`src/rtl/tmr_pair_pkg.sv`:
```
package tmr_pair_pkg;

  localparam int unsigned SEL_W = 2;

  typedef struct packed {
    logic             chain;
    logic             pulse;
    logic [SEL_W-1:0] sel;
    logic             run;
  } tmr_ctrl_t;

  localparam int unsigned CTRL_W = $bits(tmr_ctrl_t);

  localparam logic ADR_CTRL = 1'b0;
  localparam logic ADR_CMP  = 1'b1;

endpackage

```
`src/rtl/tmr_edge.sv`:
```
module tmr_edge (
  input  logic clk,
  input  logic rst,
  input  logic pin_i,
  output logic rise_o
);

  logic s1_q, s2_q, s3_q;

  always_ff @(posedge clk) begin
    if (rst) begin
      s1_q <= 1'b0;
      s2_q <= 1'b0;
      s3_q <= 1'b0;
    end else begin
      s1_q <= pin_i;
      s2_q <= s1_q;
      s3_q <= s2_q;
    end
  end

  assign rise_o = s2_q & ~s3_q;

  // one advance per edge
  a_r7_single_event: assert property (@(posedge clk) disable iff (rst)
    rise_o |=> !rise_o);

endmodule

```
`src/rtl/tmr_count.sv`:
```
module tmr_count #(
  parameter int unsigned W = 8
) (
  input  logic         clk,
  input  logic         rst,
  input  logic         run_i,
  input  logic         step_i,
  input  logic         wipe_i,
  input  logic [W-1:0] cmp_i,
  output logic [W-1:0] count_o,
  output logic         eq_o,
  output logic         top_o
);

  localparam logic [W-1:0] ALL_ONES = {W{1'b1}};

  logic [W-1:0] count_q;

  always_ff @(posedge clk) begin
    if (rst)                 count_q <= '0;
    else if (wipe_i)         count_q <= '0;
    else if (run_i && step_i) count_q <= count_q + 1'b1;
  end

  assign count_o = count_q;
  assign eq_o    = (count_q == cmp_i);
  assign top_o   = (count_q == ALL_ONES);

  // stopped counter keeps its value
  a_r3_hold: assert property (@(posedge clk) disable iff (rst)
    (!run_i && !wipe_i) |=> $stable(count_q));

endmodule

```
`src/rtl/tmr_pair.sv`:
```
module tmr_pair
  import tmr_pair_pkg::*;
#(
  parameter int unsigned W    = 8,
  parameter int unsigned NTAP = (1 << SEL_W) - 1
) (
  input  logic            clk,
  input  logic            rst,
  input  logic [NTAP-1:0] tap_en,
  input  logic [1:0]      evt_in,
  input  logic            wr_en,
  input  logic [1:0]      wr_addr,
  input  logic [W-1:0]    wr_data,
  output logic [1:0]      irq_o,
  output logic [1:0]      pulse_o,
  output logic [W-1:0]    cnt_lo_o,
  output logic [W-1:0]    cnt_hi_o
);

  localparam int unsigned NCH = 2;

  tmr_ctrl_t      ctrl_q [NCH];
  logic [W-1:0]   cmp_q  [NCH];
  logic [NCH-1:0] evt_rise, tick, start;
  logic [NCH-1:0] run_u, step_u, wipe_u, eq_u, top_u, match;
  logic [W-1:0]   cnt_u  [NCH];
  logic [NCH-1:0] irq_q, pulse_q;
  logic           chain, start_chain;

  tmr_ctrl_t wr_ctrl;
  assign wr_ctrl = tmr_ctrl_t'(wr_data[CTRL_W-1:0]);

  genvar g;
  generate
    for (g = 0; g < NCH; g++) begin : g_ch
      always_ff @(posedge clk) begin
        if (rst) begin
          ctrl_q[g] <= '0;
          cmp_q[g]  <= '0;
        end else if (wr_en && wr_addr[1] == g[0]) begin
          if (wr_addr[0] == ADR_CTRL) ctrl_q[g] <= wr_ctrl;
          else                        cmp_q[g]  <= wr_data;
        end
      end

      assign start[g] = wr_en && (wr_addr[1] == g[0]) &&
                        (wr_addr[0] == ADR_CTRL) && wr_ctrl.run;

      tmr_edge u_edge (
        .clk   (clk),
        .rst   (rst),
        .pin_i (evt_in[g]),
        .rise_o(evt_rise[g])
      );

      always_comb begin
        tick[g] = evt_rise[g];
        for (int k = 0; k < NTAP; k++) begin
          if (ctrl_q[g].sel == SEL_W'(k)) tick[g] = tap_en[k];
        end
      end

      tmr_count #(.W(W)) u_cnt (
        .clk    (clk),
        .rst    (rst),
        .run_i  (run_u[g]),
        .step_i (step_u[g]),
        .wipe_i (wipe_u[g]),
        .cmp_i  (cmp_q[g]),
        .count_o(cnt_u[g]),
        .eq_o   (eq_u[g]),
        .top_o  (top_u[g])
      );

      always_ff @(posedge clk) begin
        if (rst) begin
          irq_q[g]   <= 1'b0;
          pulse_q[g] <= 1'b0;
        end else begin
          irq_q[g] <= match[g];
          if (match[g] && ctrl_q[g].pulse) pulse_q[g] <= ~pulse_q[g];
        end
      end
    end
  endgenerate

  assign chain       = ctrl_q[0].chain;
  assign start_chain = start[0] && wr_ctrl.chain;

  // lower / single timer 0
  assign run_u[0]  = ctrl_q[0].run;
  assign step_u[0] = tick[0];
  assign match[0]  = ctrl_q[0].run && tick[0] &&
                     (chain ? (eq_u[0] && eq_u[1]) : eq_u[0]);
  assign wipe_u[0] = start[0] || match[0];

  // upper / single timer 1
  assign run_u[1]  = chain ? ctrl_q[0].run : ctrl_q[1].run;
  assign step_u[1] = chain ? (tick[0] && top_u[0]) : tick[1];
  assign match[1]  = !chain && ctrl_q[1].run && tick[1] && eq_u[1];
  assign wipe_u[1] = chain ? (start[0] || match[0])
                           : (start[1] || match[1] || start_chain);

  assign irq_o    = irq_q;
  assign pulse_o  = pulse_q;
  assign cnt_lo_o = cnt_u[0];
  assign cnt_hi_o = cnt_u[1];

  // a match request always leaves the lower count at zero
  a_r4_irq_zero: assert property (@(posedge clk) disable iff (rst)
    irq_o[0] |-> (cnt_lo_o == '0));

  // pulse output only moves together with a match request
  a_r8_pulse_with_irq: assert property (@(posedge clk) disable iff (rst)
    !$stable(pulse_o[0]) |-> irq_o[0]);

  // upper request stays silent while chained
  a_r10_hi_silent: assert property (@(posedge clk) disable iff (rst)
    $past(chain) |-> !irq_o[1]);

  // lower wrap carries into the upper half
  a_r9_carry: assert property (@(posedge clk) disable iff (rst)
    (chain && ctrl_q[0].run && tick[0] && top_u[0] && !match[0] && !start[0])
      |=> (cnt_hi_o == $past(cnt_hi_o) + 1'b1));

endmodule

```
`config.mk`:
```
export PLATFORM = sky130hd
export DESIGN_NAME = tmr_pair
export DESIGN_NICKNAME = d
export VERILOG_FILES = /design/src/rtl/tmr_pair_pkg.sv /design/src/rtl/tmr_edge.sv /design/src/rtl/tmr_count.sv /design/src/rtl/tmr_pair.sv
export SDC_FILE = /design/constraint.sdc
export NUM_CORES = 1
export LEC_CHECK = 0
export CAP_MARGIN = 20
export CORE_UTILIZATION = 57
export DETAILED_ROUTE_END_ITERATION = 10
export GPL_ROUTABILITY_DRIVEN = 0
export PLACE_DENSITY_LB_ADDON = 0.08
export SLEW_MARGIN = 10
export SYNTH_ARGS = -nofsm -noshare
export SYNTH_HDL_FRONTEND = slang
export SYNTH_SLANG_ARGS = --single-unit
```
`constraint.sdc`:
```
create_clock -name clk -period 2.4 [get_ports clk]
set_input_delay 0.24 -clock clk [delete_from_list [all_inputs] [get_ports clk]]
set_output_delay 0.24 -clock clk [all_outputs]
set_load 0.02 [all_outputs]
```
== Word-level counts from Yosys, hierarchy flattened ==
Memory sizes are Yosys's and may differ from the RTL's.
Index checks and enable logic that the tools add are counted.

* Bits of input ports: 18
* RAM bits: 26
* Register bits: 26
* Memories kept: 2
* Word-level logic and storage cells: 90

* Equal/unequal tests: 7
* Multiplexer cells: 30
* Reductions and logical operators: 25
* Bitwise logic cells: 12
* $add $sub $neg: 2

{| class="wikitable"
|+ Memory list
! name !! depth !! width !! read ports !! clocked after memory_dff !! wr ports !! line !! source
|-
| cmp_q || 2 || 8 || 2 || 0 || 2 || tmr_pair.sv:23 || <nowiki>logic [W-1:0] cmp_q [NCH];</nowiki>
|-
| ctrl_q || 2 || 5 || 2 || 0 || 2 || tmr_pair.sv:22 || <nowiki>tmr_ctrl_t ctrl_q [NCH];</nowiki>
|}

{| class="wikitable"
|+ Operators with widths
! operator !! count
|-
| $mux W1 || 26
|-
| $logic_and A1 B1 Y1 || 17
|-
| $add A8 B1 Y8 const B || 2
|-
| $eq A8 B8 Y1 || 2
|-
| $mux W8 || 2
|-
| $mux W5 || 2
|-
| $eq A8 B8 Y1 const B || 1
|-
| $not A1 Y1 || 6
|-
| $eq A2 B1 Y1 const B || 2
|-
| $eq A2 B2 Y1 const B || 2
|-
| $logic_not A2 Y1 || 2
|-
| $or A1 B1 Y1 || 4
|-
| $reduce_or A2 Y1 || 2
|-
| $logic_or A1 B1 Y1 || 3
|-
| $and A1 B1 Y1 || 2
|-
| $logic_not A1 Y1 || 1
|}

== Depth between registers and ports, before layout ==
Gate-level depths: netlist of run 1.

* Depth in word-level cells: 11
* Mapped depth: 7

== Modules after synthesis ==
A second synthesis of run 1 with hierarchy kept.

* Cell total of the unflattened synthesis: 218
* Area, all modules: 2346.0 µm²

{| class="wikitable"
|+ By module, submodules not included
! module !! instances !! cells an instance !! seq. area each (µm²) !! area each (µm²)
|-
| tmr_pair || 1 || 96 || 830.8 || 1267.5
|-
| tmr_count || 2 || 54 || 160.2 || 451.7
|-
| tmr_edge || 2 || 7 || 60.1 || 87.6
|}

== Worst setup path before layout of run 1 ==
Ideal clock, no wire load.

* Path kind: flip-flop to flip-flop
* Start point: reg g_ch[1].u_cnt.count_q[2]
* End point: reg pulse_q[0] (netlist: pulse_o[0])
* Clock period less this slack: 1.729 ns
* Slack: 0.671 ns
* Library setup time: 0.070 ns
* Arrival time: 1.659 ns
* Cell stages (with the launch flop): 7
* Required time: 2.330 ns
* Cell sequence: dfxtp_1 > xor2_1 > nor4_2 > nand2_1 > a21o_1 > or3_1 > a21oi_1

* Longest elaborated chain between the ends: 5

{| class="wikitable"
|+ RTL lines
! element !! line !! source
|-
| start: declaration || tmr_count.sv:17 || <nowiki>logic [W-1:0] count_q;</nowiki>
|-
| start signal: assignment || tmr_count.sv:22 || <nowiki>else if (run_i && step_i) count_q <= count_q + 1'b1;</nowiki>
|-
| $eq A8 B8 Y1 || tmr_count.sv:26 || <nowiki>assign eq_o = (count_q == cmp_i);</nowiki>
|-
| $logic_and A1 B1 Y1 || tmr_pair.sv:94 || <nowiki>(chain ? (eq_u[0] && eq_u[1]) : eq_u[0]);</nowiki>
|-
| $mux W1 || tmr_pair.sv:94 ||
|-
| $logic_and A1 B1 Y1 || tmr_pair.sv:93 || <nowiki>assign match[0] = ctrl_q[0].run && tick[0] &&</nowiki>
|-
| $logic_and A1 B1 Y1 || tmr_pair.sv:81 || <nowiki>if (match[g] && ctrl_q[g].pulse) pulse_q[g] <= ~pulse_q[g];</nowiki>
|-
| end signal: indexed assignment || tmr_pair.sv:81 ||
|-
| end: declaration || tmr_pair.sv:27 || <nowiki>logic [NCH-1:0] irq_q, pulse_q;</nowiki>
|}

Every way passes these cells.
A chain may end at the register's enable or synchronous reset.

== Worst setup path in the final report of run 1 ==
* Start point: reg g_ch[1].u_cnt.count_q[2]
* End point: reg g_ch[1].u_cnt.count_q[2]

* Longest elaborated chain between the ends: 7
* Elaborated cells between the ends (all ways): 11
* Those cells by class: add/sub: 1; eq/ne: 1; mux: 2; reduce/logical: 7

{| class="wikitable"
|+ RTL lines
! element !! line !! source
|-
| $eq A8 B8 Y1 || tmr_count.sv:26 ||
|-
| $logic_and A1 B1 Y1 || tmr_pair.sv:94 ||
|-
| $mux W1 || tmr_pair.sv:94 ||
|-
| $logic_and A1 B1 Y1 || tmr_pair.sv:93 ||
|-
| $logic_or A1 B1 Y1 || tmr_pair.sv:101 || <nowiki>assign wipe_u[1] = chain ? (start[0] || match[0])</nowiki>
|-
| $mux W1 || tmr_pair.sv:101 ||
|-
| $reduce_or A2 Y1 (no line) || -- ||
|}

Parallel ways exist; a longest one is shown, timed or not.

==> impl_results.md, run 1 <==
- Core Area: 0.00377 mm²
- Total power draw: 1.64 mW
- CTS resizes: 0
- Yosys cell types: 36
- CTS tree: done
- Clock transition at path regs: around 0.10 ns
- Gr ovfl total: 0
- Top cells by count, synth: 29 x and2_1, 26 x dfxtp_1, 25 x edfxtp_1
- Vias in the first global route: approximately 1500
- Initial antenna violation count: 0
- RSZ-0062 raised after global routing: false
- Critical Path End Type: register
- Synth area leader: edfxtp_1
- Ys Warns: 0
- Tmin final: 1.82 ns
- Primary FF master, synth: dfxtp_1
- DRT Pass-1 Iters: 4
- Final Cycle Share: 0.759
- Worst r2r path cells: 6
- Non-filler instance count after layout: 296
- Average wire per standard cell: 14.5 µm
- Total die area: ~0.0043 mm²
- Placed cell area: between 0.002 and 0.003 mm²
- Worst-path fanout max: 8
- Worst VDD drop: 0.395 mV
- Final Hold Vio Count: 0
- DP Cell Count: 288
- 1st-iter DRT viols: between 70 and 80
- Die H: about 66 µm
- Worst Path Arrival: 2.03 ns
- Residual DRC count: 0
- Setup TNS: 0 ns
- Starting Density: 0.614
- Clock latency on the worst-skew pair: between 0.3 and 0.4 ns
- Max-slew violation count: 0
- Worst R2R Setup Slack: 0.58 ns
- CTS root buf: clkbuf_8
- Status: complete, no violations
- Leakage: 1.06 nW
- Clk sinks: 51
- Synthesis-to-layout area growth: 22.4%
- Post-synthesis register bit count: 51
- Most instantiated library cell after synthesis: and2_1
- Part of the Yosys area used for sequential elements: 0.549
- Share of cells above drive strength 1: 0.0847
- Die span in x: roughly 66 µm
- CTS Hold Bufs: 0
- Vias/cell: ~5.6
- CP Launch Type: register
- WHS Path Cells: 1
- Slew margin rel.: 0.472
- Vias: 1644
- Fillers: 242
- Cell Area, Synth: 0.00231 mm²
- Power Density: roughly 580 mW/mm²
- Antenna Nets Post-Route: 0
- Setup-failing EPs final: 0
- Fraction of registers with async set/reset: 0
- Number of synthesized flops with an enable pin: 25
- IO Port Bufs: 37
- Synthesized Nets: 225
- Site Rows: 22
- Share of the synthesized area in the top cell type: 0.324
- Max cap viols: 0
- Max Fclk: 549 MHz
- Hold WC Path Type: reg2reg
- DP HPWL: around 3200 µm
- Postcts setup bufs: 0
- CTS Buf Count: 5
- Global-route wire length before repair: roughly 7000 µm
- CP required: 2.60 ns
- CP Class: reg2reg
- Synth Instances: 205
- Final Cell Area: 0.00283 mm²
- H-tree depth: 2
- Worst Clk Skew: 0.0108 ns
- Total global routing track utilization: 0.224
- Syn Area/Cell: ~11 µm²
- Final wirelength: 4300 µm
- Largest net degree at the start of global routing: 18
- Worst-margin pin slew: 0.782 ns
- Nets@finish: 267
- Diode count: 0
- # IOs: 38
- Largest cells by area after synthesis: edfxtp_1 32%, dfxtp_1 22%, xor2_1 8.3%
- Dpl ws: 0.424 ns
- Final WS setup: 0.578 ns
- Clk buf depth: 2
power by group:
| group | total (mW) | switching, mW | internal (mW) |
|---|---|---|---|
| clock network | 0.512 | 0.301 | 0.211 |
| registers | 0.977 | 0.0242 | 0.953 |
| logic | 0.149 | 0.0758 | 0.0736 |
layer usage:
layer / routed length (µm) / global-route usage
met1: 1860 / 0.269
met2: 2180 / 0.378
met3: 197 / 0.0608
met4: 61 / 0.0842
met5: 0 / 0
final cells by class:
| class | instances | area [µm²] | share of cell area |
|---|---|---|---|
| multi-input combinational | 146 | 1010 | 0.357 |
| clock inverter | 3 | 22.5 | 0.00795 |
| timing repair buffer | 39 | 385 | 0.136 |
| clock buffer | 5 | 68.8 | 0.0243 |
| tap | 48 | 60.1 | 0.0212 |
| inverter | 4 | 15.0 | 0.00530 |
| sequential | 51 | 1270 | 0.449 |
through the flow:
stage,util,hold WS [ns]
after CTS,0.751,0.453
after floorplan,-,0.368
after global routing,0.751,0.470
final,0.751,0.447
after global placement,0.727,0.416
after detailed placement,0.727,0.430
placed cells by master (no fill, tap or decap), types with 2 or more instances in the layout:
cell type | synthesis | routed
edfxtp_1 | 25 | 25
and2_1 | 29 | 29
inv_1 | 4 | 4
nor3b_1 | 2 | 2
nor3_1 | 5 | 5
nand3_1 | 4 | 4
and4_1 | 2 | 2
nand4_1 | 7 | 7
nand2_1 | 8 | 8
clkbuf_8 | 0 | 5
xor2_1 | 22 | 22
dfxtp_1 | 26 | 26
ha_1 | 2 | 2
inv_6 | 0 | 2
o21ai_0 | 2 | 2
nor2_1 | 17 | 17
xnor2_1 | 8 | 8
nor2b_1 | 9 | 9
mux4_2 | 2 | 2
buf_4 | 0 | 2
a31o_2 | 3 | 3
clkdlybuf4s50_1 | 0 | 37
nor4_1 | 2 | 2
a21oi_1 | 8 | 8
state kept, by name, indices dropped and copies added (netlist names):
register and cells:
cmp_q 16, pulse_o 2, g_ch.u_edge.s3_q 2, g_ch.u_edge.s1_q 2, g_ch.u_edge.s2_q 2, ctrl_q 9
g_ch.u_cnt.count_o 16, irq_o 2
critical path, stage by stage, from the launching register on:
cell and delay (ns):
dfxtp_1 0.50, xor2_1 0.12, nor4_2 0.26, nand2_1 0.17
o21ai_0 0.23, and2_1 0.32, nor2_1 0.10
final timing paths:
kind / to / startpoint
worst max-delay path: g_ch[1].u_cnt.count_o[2]$_SDFFE_PP0P_ / g_ch[1].u_cnt.count_o[2]$_SDFFE_PP0P_
worst max register to register: g_ch[1].u_cnt.count_o[2]$_SDFFE_PP0P_ / g_ch[1].u_cnt.count_o[2]$_SDFFE_PP0P_
worst min register to register: g_ch[0].u_edge.s2_q$_SDFF_PP0_ / g_ch[0].u_edge.s1_q$_SDFF_PP0_
worst min-delay path: g_ch[0].u_edge.s2_q$_SDFF_PP0_ / g_ch[0].u_edge.s1_q$_SDFF_PP0_
kinds of logic after synthesis:
logic type	after synthesis	synth area share
flops	51	0.549
compound gates	17	0.0460
simple gates	94	0.243
buf+inv	8	0.0141
mux	3	0.0238
fa+ha+maj	2	0.0108
xor+xnor	30	0.114
(Power assumes the default switching activity.)
==> inputs of run 2 (changes only) <==
CORE_UTILIZATION = 47   (was 57)
clock period = 1.5 ns   (was 2.4 ns; I/O delays follow)
==> impl_results.md, run 2 (synthesis gave the netlist of run 1 again) <==
- Critical path's top delay family: simple AND/OR/NAND/NOR gates (unchanged)
- Die span in x: 72.2 µm (was 65.7 µm)
- Critical Path End Type: register (unchanged)
- Average wire per standard cell: 13.4 µm (was 14.5 µm)
- RSZ-0062 raised after global routing: true (was false)
- Largest net degree at the start of global routing: 16 (was 18)
- Leading cell type in the layout, fill and taps excluded: buf_4 (was clkdlybuf4s50_1)
- Clk buf depth: 2 (unchanged)
- Share of cells above drive strength 1: 0.318 (was 0.0847)
- Met1 usage: 0.245 (was 0.269)
- Total global routing track utilization: 0.195 (was 0.224)
- Max-slew violation count: 0 (unchanged)
- Commonest non-fill, non-tap cells in the layout: 38 x buf_4, 28 x and2_1, 25 x edfxtp_1 (was 37 x clkdlybuf4s50_1, 29 x and2_1, 26 x dfxtp_1)
- Worst Path Arrival: 2.07 ns (was 2.03 ns)
- CTS Hold Bufs: 0 (unchanged)
- Sw Ratio: 0.234 (was 0.245)
- DP HPWL: 3580 µm (was 3230 µm)
- # IOs: 38 (unchanged)
- Total power draw: 2.68 mW (was 1.64 mW)
- Switch Pwr: 0.628 mW (was 0.401 mW)
- Critical-path cell list: xor2_1 -> nor4_1 -> buf_4 -> nand4_1 -> a21o_1 -> or3_1 -> a21oi_2 (was xor2_1 -> nor4_2 -> nand2_1 -> o21ai_0 -> and2_1 -> nor2_1)
- Int Power: 2.05 mW (was 1.24 mW)
- Slew margin rel.: 0.546 (was 0.472)
- Crit path buffers/inverters: 1 (was 0)
- Die H: 72.2 µm (was 65.7 µm)
- Antenna Nets Post-Route: 0 (unchanged)
- Sequential share of power: 0.580 (was 0.596)
- Final Hold Vio Count: 0 (unchanged)
- Failing checks: negative setup slack
- H-tree depth: 2 (unchanged)
- Global-route wire length before repair: 7610 µm (was 7080 µm)
- GRT Max-Usage Layer: met2 (unchanged)
- Vias in the first global route: 1684 (was 1544)
- Residual DRC count: 0 (unchanged)
- CP Class: reg2reg (unchanged)
- DRT Pass-1 Iters: 4 (unchanged)
- Comb pwr share: 0.119 (was 0.091)
- Core Area: 0.00472 mm² (was 0.00377 mm²)
- IO Port Bufs: 37 (unchanged)
- Clk sinks: 51 (unchanged)
- Synthesis-to-layout area growth: 39.8% (was 22.4%)
- Nets@finish: 305 (was 267)
- Clock latency on the worst-skew pair: 0.30 ns (was 0.31 ns)
- M2 GR Usage: 0.333 (was 0.378)
- Final Hold Slack: 0.407 ns (was 0.447 ns)
- Placed cell area: 0.00310 mm² (was 0.00274 mm²)
- Crit-path max cell delay: 0.39 ns (was 0.50 ns)
- Worst Clk Skew: 0.00849 ns (was 0.0108 ns)
- Vias/cell: 4.91 (was 5.55)
- Tmin final: 1.83 ns (was 1.82 ns)
- Starting Density: 0.490 (was 0.614)
- CP required: 1.74 ns (was 2.60 ns)
- Final Cycle Share: 1.22 (was 0.759)
- Worst-margin pin slew: 0.671 ns (was 0.782 ns)
- Status: finished, violations left (was complete, no violations)
- Gr ovfl total: 0 (unchanged)
- Total die area: 0.00521 mm² (was 0.00432 mm²)
- Final wirelength: 4710 µm (was 4300 µm)
- Clock transition at path regs: 0.09 ns (was 0.10 ns)
- Fillers: 378 (was 242)
- CP Launch Type: register (unchanged)
- Power Density: 829 mW/mm² (was 578 mW/mm²)
- Max cap viols: 0 (unchanged)
- Site Rows: 25 (was 22)
- Final Cell Area: 0.00324 mm² (was 0.00283 mm²)
- Worst-path fanout max: 3 (was 8)
- Diode count: 0 (unchanged)
- Crit path max-delay cell type: edfxtp_1 (was dfxtp_1)
- CTS Buf Count: 5 (unchanged)
- Hold WC Path Type: in2reg (was reg2reg)
- Initial antenna violation count: 0 (unchanged)
- Max Fclk: 548 MHz (was 549 MHz)
- Setup-failing EPs final: 19 (was 0)
- M3 GR Usage: 0.0444 (was 0.0608)
- CTS tree: done (unchanged)
- Vias: 1734 (was 1644)
- Clk network pwr share: 0.301 (was 0.313)
- Leakage: 1.35 nW (was 1.06 nW)
- Postcts setup bufs: 0 (unchanged)
- 1st-iter DRT viols: 41 (was 75)
- Worst VDD drop: 0.657 mV (was 0.395 mV)
- Final WS setup: -0.326 ns (was 0.578 ns)
- CTS root buf: clkbuf_8 (unchanged)
==> run 2: cell types whose count changed in the layout (fill, tap and decap cells not counted), sizes merged <==
cell	delta
inv	-2
clkbuf	+1
buf	+38
dlygate4sd2	+16
clkdlybuf4s50	-16
clkinvlp	+1
==> run 2: layout make-up <==
| class | count | area, µm² | share of cell area |
|---|---|---|---|
| clock inverter | 2 | 11.3 | 0.00348 |
| sequential | 51 | 1290 | 0.399 |
| tap | 67 | 83.8 | 0.0259 |
| clock buffer | 6 | 82.6 | 0.0255 |
| inverter | 4 | 15.0 | 0.00464 |
| multi-input combinational | 146 | 1100 | 0.339 |
| timing repair buffer | 77 | 658 | 0.203 |
==> run 2: timing repair <==
item	in CTS	in global routing
resized for setup	25	9
setup endpoints to repair	43	27
pin swaps	13	0
==> run 2: power by group through the flow <==
stage,combinational [mW],clock [mW],sequential [mW]
6_report,0.319,0.808,1.56
5_1_grt,0.345,0.877,1.56
4_1_cts,0.317,0.823,1.56
3_5_place_dp,0.307,0,1.59
3_3_place_gp,0.303,0,1.59
2_1_floorplan,0.149,0,1.59
==> run 2: worst paths after layout <==
path                                                startpoint  slack (ns)                              to  depth (start not counted)
worst max-delay path                 cmp_q[0][5]$_SDFFCE_PN0P_       -0.33         pulse_o[0]$_SDFFE_PP0P_                          7
worst min-delay path                                 evt_in[0]        0.41  g_ch[0].u_edge.s1_q$_SDFF_PP0_                          2
worst max register to register       cmp_q[0][5]$_SDFFCE_PN0P_       -0.33         pulse_o[0]$_SDFFE_PP0P_                          7
worst min register to register  g_ch[0].u_edge.s1_q$_SDFF_PP0_        0.45  g_ch[0].u_edge.s2_q$_SDFF_PP0_                          1
==> run 2: worst register-to-register path, delay by kind of cell, from the launching register on <==
kind | cells | cell delay (ns)
xor gates and xnor gates | 1 | 0.15
AOI/OAI and AO/OA | 2 | 0.33
and+or+nand+nor | 3 | 0.74
DFF | 1 | 0.39
buffers and inverters | 1 | 0.16
==> run 2: stage by stage <==
| stage | instances | utilization | TNS, ns | setup slack (ns) |
|---|---|---|---|---|
| after floorplan | 205 | - | -0.491 | -0.0845 |
| after global placement | 345 | 0.656 | -11.23 | -0.340 |
| after detailed placement | 345 | 0.656 | -12.61 | -0.378 |
| after CTS | 353 | 0.680 | -4.91 | -0.332 |
| after global routing | 353 | 0.685 | -5.95 | -0.443 |
| final | 353 | 0.685 | -3.75 | -0.326 |
==> run 2: layer usage <==
layer / share of wire / routed length [µm]
met1: 0.45 / 2110
met2: 0.50 / 2370
met3: 0.039 / 184
met4: 0.012 / 55
met5: 0 / 0
==> inputs of run 3 (changes only) <==
--- a/config.mk
+++ b/config.mk
@@ -8,3 +8,5 @@
 export CAP_MARGIN = 20
+export CORE_MARGIN = 10
 export CORE_UTILIZATION = 47
+export CTS_CLUSTER_SIZE = 20
 export DETAILED_ROUTE_END_ITERATION = 10
--- a/constraint.sdc
+++ b/constraint.sdc
@@ -3,2 +3,2 @@
 set_output_delay 0.15 -clock clk [all_outputs]
-set_load 0.02 [all_outputs]
+set_load 0.01 [all_outputs]
==> impl_results.md, run 3 (synthesis gave the netlist of run 1 again) <==
- Die span in x: 90.2 µm (was 72.2 µm)
- Worst VDD drop: 0.550 mV (was 0.657 mV)
- CP Launch Type: register (unchanged)
- Setup TNS: -4.61 ns (was -3.75 ns)
- Site Rows: 25 (unchanged)
- CP Class: reg2reg (unchanged)
- Crit path max-delay cell type: edfxtp_1 (unchanged)
- CTS Buf Count: 5 (unchanged)
- Total die area: 0.00813 mm² (was 0.00521 mm²)
- CTS tree: done (unchanged)
- Vias: 1724 (was 1734)
- Final Hold Vio Count: 0 (unchanged)
- Total global routing track utilization: 0.130 (was 0.195)
- Slew margin rel.: 0.712 (was 0.546)
- Critical Path End Type: register (unchanged)
- Failing checks: negative setup slack (unchanged)
- Final WS setup: -0.329 ns (was -0.326 ns)
- 1st-iter DRT viols: 74 (was 41)
- Final Hold Slack: 0.383 ns (was 0.407 ns)
- Antenna Nets Post-Route: 0 (unchanged)
- CTS root buf: clkbuf_8 (unchanged)
- Non-filler instance count after layout: 350 (was 353)
- Residual DRC count: 0 (unchanged)
- DRT Pass-1 Iters: 4 (unchanged)
- Worst-path fanout max: 8 (was 3)
- Leading cell type in the layout, fill and taps excluded: buf_4 (unchanged)
- CP required: 1.70 ns (was 1.74 ns)
- Hold WC Path Type: in2reg (unchanged)
- Worst hold start: evt_in[1] (was evt_in[0])
- Max Fclk: 547 MHz (was 548 MHz)
- H-tree depth: 2 (unchanged)
- Largest net degree at the start of global routing: 17 (was 16)
- Die H: 90.2 µm (was 72.2 µm)
- Clock latency on the worst-skew pair: 0.31 ns (was 0.30 ns)
- Clk buf depth: 2 (unchanged)
- Worst Clk Skew: 0.00727 ns (was 0.00849 ns)
- IO Port Bufs: 37 (unchanged)
- Crit-path max cell delay: 0.38 ns (was 0.39 ns)
- Tmin final: 1.83 ns (about the same)
- RSZ-0062 raised after global routing: true (unchanged)
- Starting Density: 0.487 (was 0.490)
- Setup-failing EPs final: 19 (unchanged)
- Power Density: 806 mW/mm² (was 829 mW/mm²)
- Final wirelength: 5130 µm (was 4710 µm)
- Nets@finish: 302 (was 305)
- Most frequent CP cell: buf_4
- Worst Setup SP: cmp_q[0][4]$_SDFFCE_PN0P_ (was cmp_q[0][5]$_SDFFCE_PN0P_)
- Commonest non-fill, non-tap cells in the layout: 35 x buf_4, 27 x and2_1, 25 x edfxtp_1 (was 38 x buf_4, 28 x and2_1, 25 x edfxtp_1)
- Synthesis-to-layout area growth: 41.8% (was 39.8%)
- DP Cell Count: 339 (was 345)
- Clk sinks: 51 (unchanged)
- Worst R2R Start: cmp_q[0][4]$_SDFFCE_PN0P_ (was cmp_q[0][5]$_SDFFCE_PN0P_)
- Status: finished, violations left (unchanged)
- Worst-margin pin slew: 0.430 ns (was 0.671 ns)
- # IOs: 38 (unchanged)
- Diode count: 0 (unchanged)
- Leakage: 1.49 nW (was 1.35 nW)
- Vias/cell: 4.93 (was 4.91)
- Average wire per standard cell: 14.7 µm (was 13.4 µm)
- CTS Hold Bufs: 0 (unchanged)
- DP HPWL: 3930 µm (was 3580 µm)
- Share of cells above drive strength 1: 0.314 (was 0.318)
- Clock transition at path regs: 0.09 ns (about the same)
- Core Area: 0.00475 mm² (was 0.00472 mm²)
- Max cap viols: 0 (unchanged)
- Max-slew violation count: 0 (unchanged)
- Dpl ws: -0.358 ns (was -0.378 ns)
- Gr ovfl total: 0 (unchanged)
- Critical-path cell list: xor2_1 -> nor4_1 -> buf_4 -> nand4_1 -> a21o_1 -> buf_4 -> buf_6 -> nand2_8 -> nor2_2 (was xor2_1 -> nor4_1 -> buf_4 -> nand4_1 -> a21o_1 -> or3_1 -> a21oi_2)
- Initial antenna violation count: 0 (unchanged)
- Vias in the first global route: 1828 (was 1684)
- Global-route wire length before repair: 8800 µm (was 7610 µm)
- Final Cycle Share: 1.22 (about the same)
- Worst Path Arrival: 2.03 ns (was 2.07 ns)
## run 3: stage by stage
| stage | cell area, µm² | util | power, mW |
|---|---|---|---|
| 2_1_floorplan | 2380 | - | 1.74 |
| 3_3_place_gp | 3060 | 0.643 | 1.88 |
| 3_5_place_dp | 3060 | 0.643 | 1.89 |
| 4_1_cts | 3190 | 0.672 | 2.66 |
| 5_1_grt | 3280 | 0.690 | 2.77 |
| 6_report | 3280 | 0.690 | 2.65 |
## run 3: critical path, delay by kind of cell, from the launching register on
family / cells / cell delay (ns)
xor gates and xnor gates: 1 / 0.16
and+or+nand+nor: 4 / 0.55
DFF: 1 / 0.38
buffers and inverters: 3 / 0.42
AOI/OAI and AO/OA: 1 / 0.21
## run 3: power by group
part,internal (mW),switching [mW]
clock,0.326,0.454
sequential,1.52,0.0334
combinational,0.156,0.152
## run 3: timing repair
item,4_1_cts,5_1_grt
gates resized for setup,16,26
pin swaps,10,6
buffers inserted,2,1
endpoints found under the setup margin,22,39
## run 3: final cells by class
cell class              instances  area (µm²)
fillers                       399        1470
flip-flops and latches         51        1280
multi-input cells             146        1130
repair buffers                 74         678
well taps                      67        83.8
clock buffers                   5        68.8
clock inverters                 3        18.8
inverters                       4        15.0
## run 3: worst paths after layout
| kind | to | slack (ns) | cells past startpoint |
|---|---|---|---|
| min reg2reg | g_ch[0].u_edge.s2_q$_SDFF_PP0_ | 0.45 | 1 |
| min | g_ch[1].u_edge.s1_q$_SDFF_PP0_ | 0.38 | 2 |
| max | g_ch[0].u_cnt.count_o[0]$_SDFFE_PP0P_ | -0.33 | 9 |
| max reg2reg | g_ch[0].u_cnt.count_o[0]$_SDFFE_PP0P_ | -0.33 | 9 |
## run 3: per-layer routing
metal  global-route usage  up-vias  share of wire
li1                     -      869              -
met1                0.162      813           0.46
met2                0.211       35           0.49
met3               0.0391        7          0.042
met4               0.0411        0          0.013
met5                    0        -              0
